--- src/rtl/ttm_pkg.sv ---
package ttm_pkg;
   localparam int unsigned OFS_CTRL      = 0;
   localparam int unsigned OFS_OUT_EN    = 1;
   localparam int unsigned OFS_STATUS    = 2;
   localparam int unsigned OFS_LIMIT0    = 4;
   localparam int unsigned CTRL_GEN_BIT  = 1;
   localparam logic [7:0]  LIMIT_RESET   = 8'h7F;
endpackage

--- src/rtl/ttm_zone_detect.sv ---
module ttm_zone_detect #(
   parameter int unsigned TEMP_W     = 8,
   parameter int unsigned PERSIST    = 2,
   parameter bit          SIGNED_CMP = 1'b1
) (
   input  logic              clk,
   input  logic              rst_n,
   input  logic              stb,
   input  logic [TEMP_W-1:0] temp,
   input  logic [TEMP_W-1:0] limit,
   output logic              hit,
   output logic              active
);
   localparam int unsigned CW = $clog2(PERSIST + 1);
   localparam logic [CW-1:0] FULL = CW'(PERSIST);
   localparam logic [CW-1:0] ARM  = CW'(PERSIST - 1);

   logic          above;
   logic [CW-1:0] run_q;

   generate
      if (SIGNED_CMP) begin : g_signed
         assign above = $signed(temp) > $signed(limit);
      end else begin : g_unsigned
         assign above = temp > limit;
      end
   endgenerate

   always_ff @(posedge clk or negedge rst_n) begin
      if (!rst_n) begin
         run_q <= '0;
      end else if (stb) begin
         if (!above)
            run_q <= '0;
         else if (run_q != FULL)
            run_q <= run_q + 1'b1;
      end
   end

   assign hit    = stb && above && (run_q >= ARM);
   assign active = (run_q == FULL);

   // the run only advances on a strobe
   p_run_needs_strobe_r3: assert property (@(posedge clk) disable iff (!rst_n)
      !stb |=> $stable(run_q));
   // a cool sample ends the event
   p_cool_ends_event_r3: assert property (@(posedge clk) disable iff (!rst_n)
      (stb && !above) |=> !active);
endmodule

--- src/rtl/ttm_limit_regs.sv ---
module ttm_limit_regs #(
   parameter int unsigned ZONES  = 3,
   parameter int unsigned TEMP_W = 8,
   parameter logic [TEMP_W-1:0] RST_VAL = '1
) (
   input  logic                    clk,
   input  logic                    rst_n,
   input  logic                    lock,
   input  logic [ZONES-1:0]        wr_sel,
   input  logic [TEMP_W-1:0]       wdata,
   output logic [ZONES*TEMP_W-1:0] limits
);
   generate
      for (genvar z = 0; z < ZONES; z++) begin : g_lim
         logic [TEMP_W-1:0] lim_q;
         always_ff @(posedge clk or negedge rst_n) begin
            if (!rst_n)
               lim_q <= RST_VAL;
            else if (wr_sel[z] && !lock)
               lim_q <= wdata;
         end
         assign limits[z*TEMP_W +: TEMP_W] = lim_q;
      end
   endgenerate

   // locked limits never move
   p_locked_hold_r6: assert property (@(posedge clk) disable iff (!rst_n)
      lock |=> (limits == $past(limits)));
endmodule

--- src/rtl/ttm_status_regs.sv ---
module ttm_status_regs #(
   parameter int unsigned ZONES = 3
) (
   input  logic             clk,
   input  logic             rst_n,
   input  logic             pg_rise,
   input  logic [ZONES-1:0] set_vec,
   input  logic [ZONES-1:0] active_vec,
   input  logic             clr_wr,
   input  logic [ZONES-1:0] clr_mask,
   output logic [ZONES-1:0] status
);
   logic [ZONES-1:0] st_q;
   logic [ZONES-1:0] st_d;
   logic [ZONES-1:0] clr_ok;

   always_comb begin
      clr_ok = clr_wr ? (clr_mask & ~active_vec & ~set_vec) : '0;
      st_d   = (st_q & ~clr_ok) | set_vec;
      if (pg_rise)
         st_d = '0;
   end

   always_ff @(posedge clk or negedge rst_n) begin
      if (!rst_n)
         st_q <= '0;
      else
         st_q <= st_d;
   end

   assign status = st_q;

   // without a clearing write or power-good rise, bits only accumulate
   p_sticky_r4: assert property (@(posedge clk) disable iff (!rst_n)
      (!pg_rise && !clr_wr) |=> ((status & $past(status)) == $past(status)));
   // a set bit of an active zone survives a write of 1
   p_active_keeps_r5: assert property (@(posedge clk) disable iff (!rst_n)
      !pg_rise |=> ((status & $past(status & active_vec)) == $past(status & active_vec)));
   // power-good rise empties the register
   p_pg_clears_r8: assert property (@(posedge clk) disable iff (!rst_n)
      pg_rise |=> (status == '0));
endmodule

--- src/rtl/ttm_trip_drive.sv ---
module ttm_trip_drive #(
   parameter int unsigned ZONES   = 3,
   parameter bit          REG_OUT = 1'b0
) (
   input  logic             clk,
   input  logic             rst_n,
   input  logic [ZONES-1:0] status,
   input  logic [ZONES-1:0] out_en,
   input  logic             gen_en,
   output logic             trip_n
);
   logic [ZONES-1:0] armed;
   logic             trip_now_n;

   assign armed      = status & out_en & {ZONES{gen_en}};
   assign trip_now_n = ~|armed;

   generate
      if (REG_OUT) begin : g_reg
         logic trip_q;
         always_ff @(posedge clk or negedge rst_n) begin
            if (!rst_n) trip_q <= 1'b1;
            else        trip_q <= trip_now_n;
         end
         assign trip_n = trip_q;
         p_gate_reg_r7: assert property (@(posedge clk) disable iff (!rst_n)
            !gen_en |=> trip_n);
      end else begin : g_comb
         assign trip_n = trip_now_n;
         p_gate_comb_r7: assert property (@(posedge clk) disable iff (!rst_n)
            !gen_en |-> trip_n);
         p_mask_r7: assert property (@(posedge clk) disable iff (!rst_n)
            (out_en == '0) |-> trip_n);
      end
   endgenerate
endmodule

--- src/rtl/thermal_trip_monitor.sv ---
module thermal_trip_monitor
   import ttm_pkg::*;
#(
   parameter int unsigned ZONES      = 3,
   parameter int unsigned TEMP_W     = 8,
   parameter int unsigned DATA_W     = 8,
   parameter int unsigned ADDR_W     = 4,
   parameter int unsigned PERSIST    = 2,
   parameter bit          SIGNED_CMP = 1'b1,
   parameter bit          REG_OUT    = 1'b0
) (
   input  logic                    clk,
   input  logic                    rst_n,
   input  logic                    pwr_good,
   input  logic                    lock,
   input  logic                    sample_stb,
   input  logic [ZONES*TEMP_W-1:0] temp_in,
   input  logic                    reg_wr,
   input  logic [ADDR_W-1:0]       reg_addr,
   input  logic [DATA_W-1:0]       reg_wdata,
   output logic [DATA_W-1:0]       reg_rdata,
   output logic                    trip_n
);
   localparam logic [TEMP_W-1:0] LIM_RST = TEMP_W'(LIMIT_RESET);

   generate
      if (ZONES < 1 || ZONES > DATA_W) begin : g_bad_zones
         $error("ZONES must be 1..DATA_W");
      end
      if (TEMP_W > DATA_W) begin : g_bad_temp
         $error("TEMP_W must not exceed DATA_W");
      end
      if (DATA_W <= CTRL_GEN_BIT) begin : g_bad_data
         $error("DATA_W too narrow for control register");
      end
      if (PERSIST < 1) begin : g_bad_persist
         $error("PERSIST must be at least 1");
      end
      if (OFS_LIMIT0 + ZONES > (1 << ADDR_W)) begin : g_bad_addr
         $error("ADDR_W too narrow for register map");
      end
   endgenerate

   // address decode
   logic             wr_ctrl, wr_oe, wr_stat;
   logic [ZONES-1:0] wr_lim;

   assign wr_ctrl = reg_wr && (reg_addr == ADDR_W'(OFS_CTRL));
   assign wr_oe   = reg_wr && (reg_addr == ADDR_W'(OFS_OUT_EN));
   assign wr_stat = reg_wr && (reg_addr == ADDR_W'(OFS_STATUS));

   generate
      for (genvar z = 0; z < ZONES; z++) begin : g_dec
         assign wr_lim[z] = reg_wr && (reg_addr == ADDR_W'(OFS_LIMIT0 + z));
      end
   endgenerate

   // control and output-enable
   logic             gen_en_q;
   logic [ZONES-1:0] oe_q;

   always_ff @(posedge clk or negedge rst_n) begin
      if (!rst_n) begin
         gen_en_q <= 1'b0;
         oe_q     <= '0;
      end else begin
         if (wr_ctrl) gen_en_q <= reg_wdata[CTRL_GEN_BIT];
         if (wr_oe)   oe_q     <= reg_wdata[ZONES-1:0];
      end
   end

   // power-good edge
   logic pg_q, pg_rise;
   always_ff @(posedge clk or negedge rst_n) begin
      if (!rst_n) pg_q <= 1'b0;
      else        pg_q <= pwr_good;
   end
   assign pg_rise = pwr_good && !pg_q;

   // limits
   logic [ZONES*TEMP_W-1:0] limits;

   ttm_limit_regs #(
      .ZONES  (ZONES),
      .TEMP_W (TEMP_W),
      .RST_VAL(LIM_RST)
   ) u_limits (
      .clk   (clk),
      .rst_n (rst_n),
      .lock  (lock),
      .wr_sel(wr_lim),
      .wdata (reg_wdata[TEMP_W-1:0]),
      .limits(limits)
   );

   // per-zone detection
   logic [ZONES-1:0] hit_vec, active_vec;

   generate
      for (genvar z = 0; z < ZONES; z++) begin : g_zone
         ttm_zone_detect #(
            .TEMP_W    (TEMP_W),
            .PERSIST   (PERSIST),
            .SIGNED_CMP(SIGNED_CMP)
         ) u_det (
            .clk   (clk),
            .rst_n (rst_n),
            .stb   (sample_stb),
            .temp  (temp_in[z*TEMP_W +: TEMP_W]),
            .limit (limits[z*TEMP_W +: TEMP_W]),
            .hit   (hit_vec[z]),
            .active(active_vec[z])
         );
      end
   endgenerate

   // status
   logic [ZONES-1:0] status;

   ttm_status_regs #(.ZONES(ZONES)) u_status (
      .clk       (clk),
      .rst_n     (rst_n),
      .pg_rise   (pg_rise),
      .set_vec   (hit_vec),
      .active_vec(active_vec),
      .clr_wr    (wr_stat),
      .clr_mask  (reg_wdata[ZONES-1:0]),
      .status    (status)
   );

   // output
   ttm_trip_drive #(.ZONES(ZONES), .REG_OUT(REG_OUT)) u_drive (
      .clk   (clk),
      .rst_n (rst_n),
      .status(status),
      .out_en(oe_q),
      .gen_en(gen_en_q),
      .trip_n(trip_n)
   );

   // read mux
   always_comb begin
      reg_rdata = '0;
      if (reg_addr == ADDR_W'(OFS_CTRL))
         reg_rdata[CTRL_GEN_BIT] = gen_en_q;
      if (reg_addr == ADDR_W'(OFS_OUT_EN))
         reg_rdata[ZONES-1:0] = oe_q;
      if (reg_addr == ADDR_W'(OFS_STATUS))
         reg_rdata[ZONES-1:0] = status;
      for (int z = 0; z < ZONES; z++) begin
         if (reg_addr == ADDR_W'(OFS_LIMIT0 + z))
            reg_rdata[TEMP_W-1:0] = limits[z*TEMP_W +: TEMP_W];
      end
   end

   // a status bit can only rise on a strobe in a zone whose event is active
   generate
      for (genvar z = 0; z < ZONES; z++) begin : g_chk
         p_rise_on_event_r3: assert property (@(posedge clk) disable iff (!rst_n)
            $rose(status[z]) |-> (active_vec[z] && $past(sample_stb)));
      end
   endgenerate
endmodule

--- config.mk ---
export PLATFORM = sky130hd
export DESIGN_NAME = thermal_trip_monitor
export DESIGN_NICKNAME = d
export VERILOG_FILES = /design/src/rtl/ttm_pkg.sv /design/src/rtl/ttm_zone_detect.sv /design/src/rtl/ttm_limit_regs.sv /design/src/rtl/ttm_status_regs.sv /design/src/rtl/ttm_trip_drive.sv /design/src/rtl/thermal_trip_monitor.sv
export SDC_FILE = /design/constraint.sdc
export NUM_CORES = 1
export LEC_CHECK = 0
export BUFFER_PORTS_ARGS = -buffer_cell sky130_fd_sc_hd__buf_2
export CORE_ASPECT_RATIO = 0.5
export CORE_MARGIN = 2
export CORE_UTILIZATION = 36
export CTS_CLUSTER_DIAMETER = 30
export DETAILED_ROUTE_END_ITERATION = 8
export PLACE_DENSITY = 0.67
export SETUP_SLACK_MARGIN = 0.4
export SYNTH_ARGS = -nofsm -noshare
export SYNTH_HDL_FRONTEND = slang
export SYNTH_SLANG_ARGS = --single-unit
--- constraint.sdc ---
create_clock -name clk -period 5.6 [get_ports clk]
set_input_delay 0.84 -clock clk [delete_from_list [all_inputs] [get_ports clk]]
set_output_delay 0.84 -clock clk [all_outputs]
set_load 0.01 [all_outputs]
==> flow_summary.yaml <==
grt:
  grt_max_degree: 39
  grt_pass1_wl_mm: 10.0
  antenna_found_initial: 0
  grtUsageTotal: 0.163
  grt-ovfl-total: 0
  first_global_vias: 2131
detailed_routing:
  drt_iter0_drc: 126
  wl_per_cell_um: 14.7
  wl_mm: 5.96
  drt-vias-per-instance: 5.21
  drc: 0
  drt_first_pass_iters: 5
  via_count: 2115
  final_antenna_net_count: 0
worst_setup_path:
  critPathMaxFanout: 11
  required_ns: 4.76
  crit_top_cell: "buf_2"
  cp.arrival_ns: 2.28
  endpoint_kind: "output port"
  critPathKind: "in2out"
  crit_buf_inv: 3
  cp-startpoint: "reg_addr[1]"
  worst_path_max_delay_cell: "nor2_1"
  critical_path.max_stage_delay_ns: 0.55
  path_cells: "buf_2 -> inv_1 -> nor2_1 -> a32o_1 -> nand2_1 -> o22ai_1 -> buf_2"
  critical-path-top-delay-family: "simple AND/OR/NAND/NOR gates"
  critPathLaunchType: "primary input"
  timing.rr.start: "u_limits.g_lim[1].lim_q[4]"
clock_network:
  path_clk_slew_ns: 0.06
  clock_latency_ns: 0.28
  cts_tree: "built"
  cts-htree-levels: 2
  cts_hold_buffers: 0
  cts_buffer_depth: 2
  postCtsSetupBuffers: 0
  cts_buffers: 5
  ctsResizeCount: 0
  clockRootBuffer: "clkbuf_16"
  cts_sinks: 38
layout:
  stdcell_count: 406
  stdcell_area_mm2: 0.00310
  final_nets: 385
  area_delta_synth_final_pct: 19.4
  fillers: 639
  num_antenna_cells: 0
  drive_above_1_share: 0.347
die:
  die_x_um: 124
  die_h_um: 64.1
  row_count: 21
  die_area_mm2: 0.00795
  core_mm2: 0.00683
  initial_core_util: 0.380
  io_pins: 51
logic_synthesis:
  synth.most_common_cell: "inv_1"
  synth_top_cells_by_area: "dfstp_2 (21%), dfrtp_1 (16%), ha_1 (14%)"
  synth_top_area_frac: 0.212
  yosys_warnings: 0
  async_flop_share: 1.00
  synthFlopType: "dfstp_2"
  ys_seq_area_frac: 0.376
  synth_nets: 334
  synth_edf_count: 0
  synth.distinct_cells: 48
  postSynthAreaPerCell_um2: 9.91
  synth-seq-cells: 38
  yosys.area.top_type: "dfstp_2"
  synth_cells: 262
  synthTopCellsByCount: "inv_1 (40), ha_1 (30), mux2_2 (29), dfstp_2 (21), dfrtp_1 (17)"
  synth_area_mm2: 0.00260
pwr:
  vdd_drop_max_uv: 134
  power_density_mw_per_mm2: 344
  power.leakage_nw: 1.47
min_path:
  min-delay-path-class: "reg2reg"
  min_from: "pg_q"
place:
  dp_cells: 398
  dp.final_hpwl_mm: 4.73
  place_area_mm2: 0.00294
  finalWeightedCongestion: 0.903
  io_buffers: 50
sta:
  setup_viol: 0
  hold_viol: 0
  fmax_mhz: 320
  fin_crit_sh: 0.558
  slew_headroom: 0.450
  tns_ns: 0
  fin_crit_ns: 3.12
  maxSlewViolCount: 0
  worst_pin_slew_ns: 0.826
  rsz0062_at_grt: "false"
  worst_clock_skew_ns: 0.00490
outcome:
  outcome: "finished clean"
flow_run:
  max-cap-violations: 0
==> cell usage in the layout, fill, tap and decap left out, types with 3 or more instances in the layout <==
master     count
nand2_1       14
nor2b_1        5
nor2_1        15
o21ai_0       13
a21o_1         3
mux2i_1        5
ha_1          30
mux2_2        29
clkbuf_16      5
nand2b_1       5
dfrtp_1       17
nand3b_1       3
nand4_1        4
a21oi_1       16
buf_2         50
inv_1         40
dfstp_2       21
==> cell families after synthesis <==
| logic type | Yosys count | share of synthesized area |
|---|---|---|
| AND/OR/NAND/NOR | 60 | 0.122 |
| AO/OA/AOI/OAI | 53 | 0.136 |
| buffers and inverters | 46 | 0.0674 |
| flip-flops | 38 | 0.376 |
| multiplexers | 35 | 0.154 |
| adder cells (fa/ha/maj) | 30 | 0.145 |
==> worst min-delay path: stages, from the launching register on <==
cell,delay (ns)
dfrtp_1,0.32
nor2b_1,0.06
a21oi_1,0.11
==> power breakdown <==
part	internal, mW	switching (mW)
clock network	0.210	0.105
registers	0.367	0.0570
logic	0.161	0.166
total	0.739	0.328
==> per-stage QoR <==
stage / setup slack, ns / util / power (mW) / hold WS [ns]
finish: 2.48 / 0.454 / 1.07 / 0.530
global route: 2.31 / 0.454 / 1.15 / 0.558
CTS: 2.47 / 0.454 / 1.07 / 0.533
detailed placement: 2.47 / 0.430 / 0.754 / 0.521
global placement: 2.54 / 0.430 / 0.729 / 0.510
floorplan: 2.83 / - / 0.648 / 0.489
==> layout make-up <==
| type | instances | area (um^2) | share of cell area |
|---|---|---|---|
| Multi-Input combinational cell | 178 | 1450 | 0.466 |
| Sequential cell | 38 | 977 | 0.315 |
| Timing Repair Buffer | 50 | 250 | 0.0807 |
| Inverter | 40 | 150 | 0.0484 |
| Clock buffer | 7 | 133 | 0.0428 |
| Tap cell | 92 | 115 | 0.0371 |
| Clock inverter | 1 | 30.0 | 0.00969 |
==> metal layers <==
layer,up-vias,track usage,routed length [um]
li1,1036,-,-
met4,0,0.0646,94
met1,1023,0.215,2810
met3,11,0.0357,213
met5,-,0,0
met2,45,0.259,2850
==> state kept, by name (all words and copies together), names as in the netlist <==
register and flops:
g_zone.u_det.run_q 6, pg_q 1, u_status.status 3, gen_en_q 1
u_limits.g_lim.lim_q 24, oe_q 3
==> path summary, 6_finish.rpt <==
check	end	slack, ns	cells after the start
max in group asynchronous	u_limits.g_lim[1].lim_q[7]	4.42	1
hold / removal	u_status.status[0]	0.53	2
hold reg to reg	u_status.status[0]	0.53	2
setup / recovery	reg_rdata[2]	2.48	7
min in group asynchronous	g_zone[0].u_det.run_q[1]	0.65	1
setup reg to reg	g_zone[1].u_det.run_q[1]	3.36	7
Note: power is estimated with default switching activity, not from simulation.
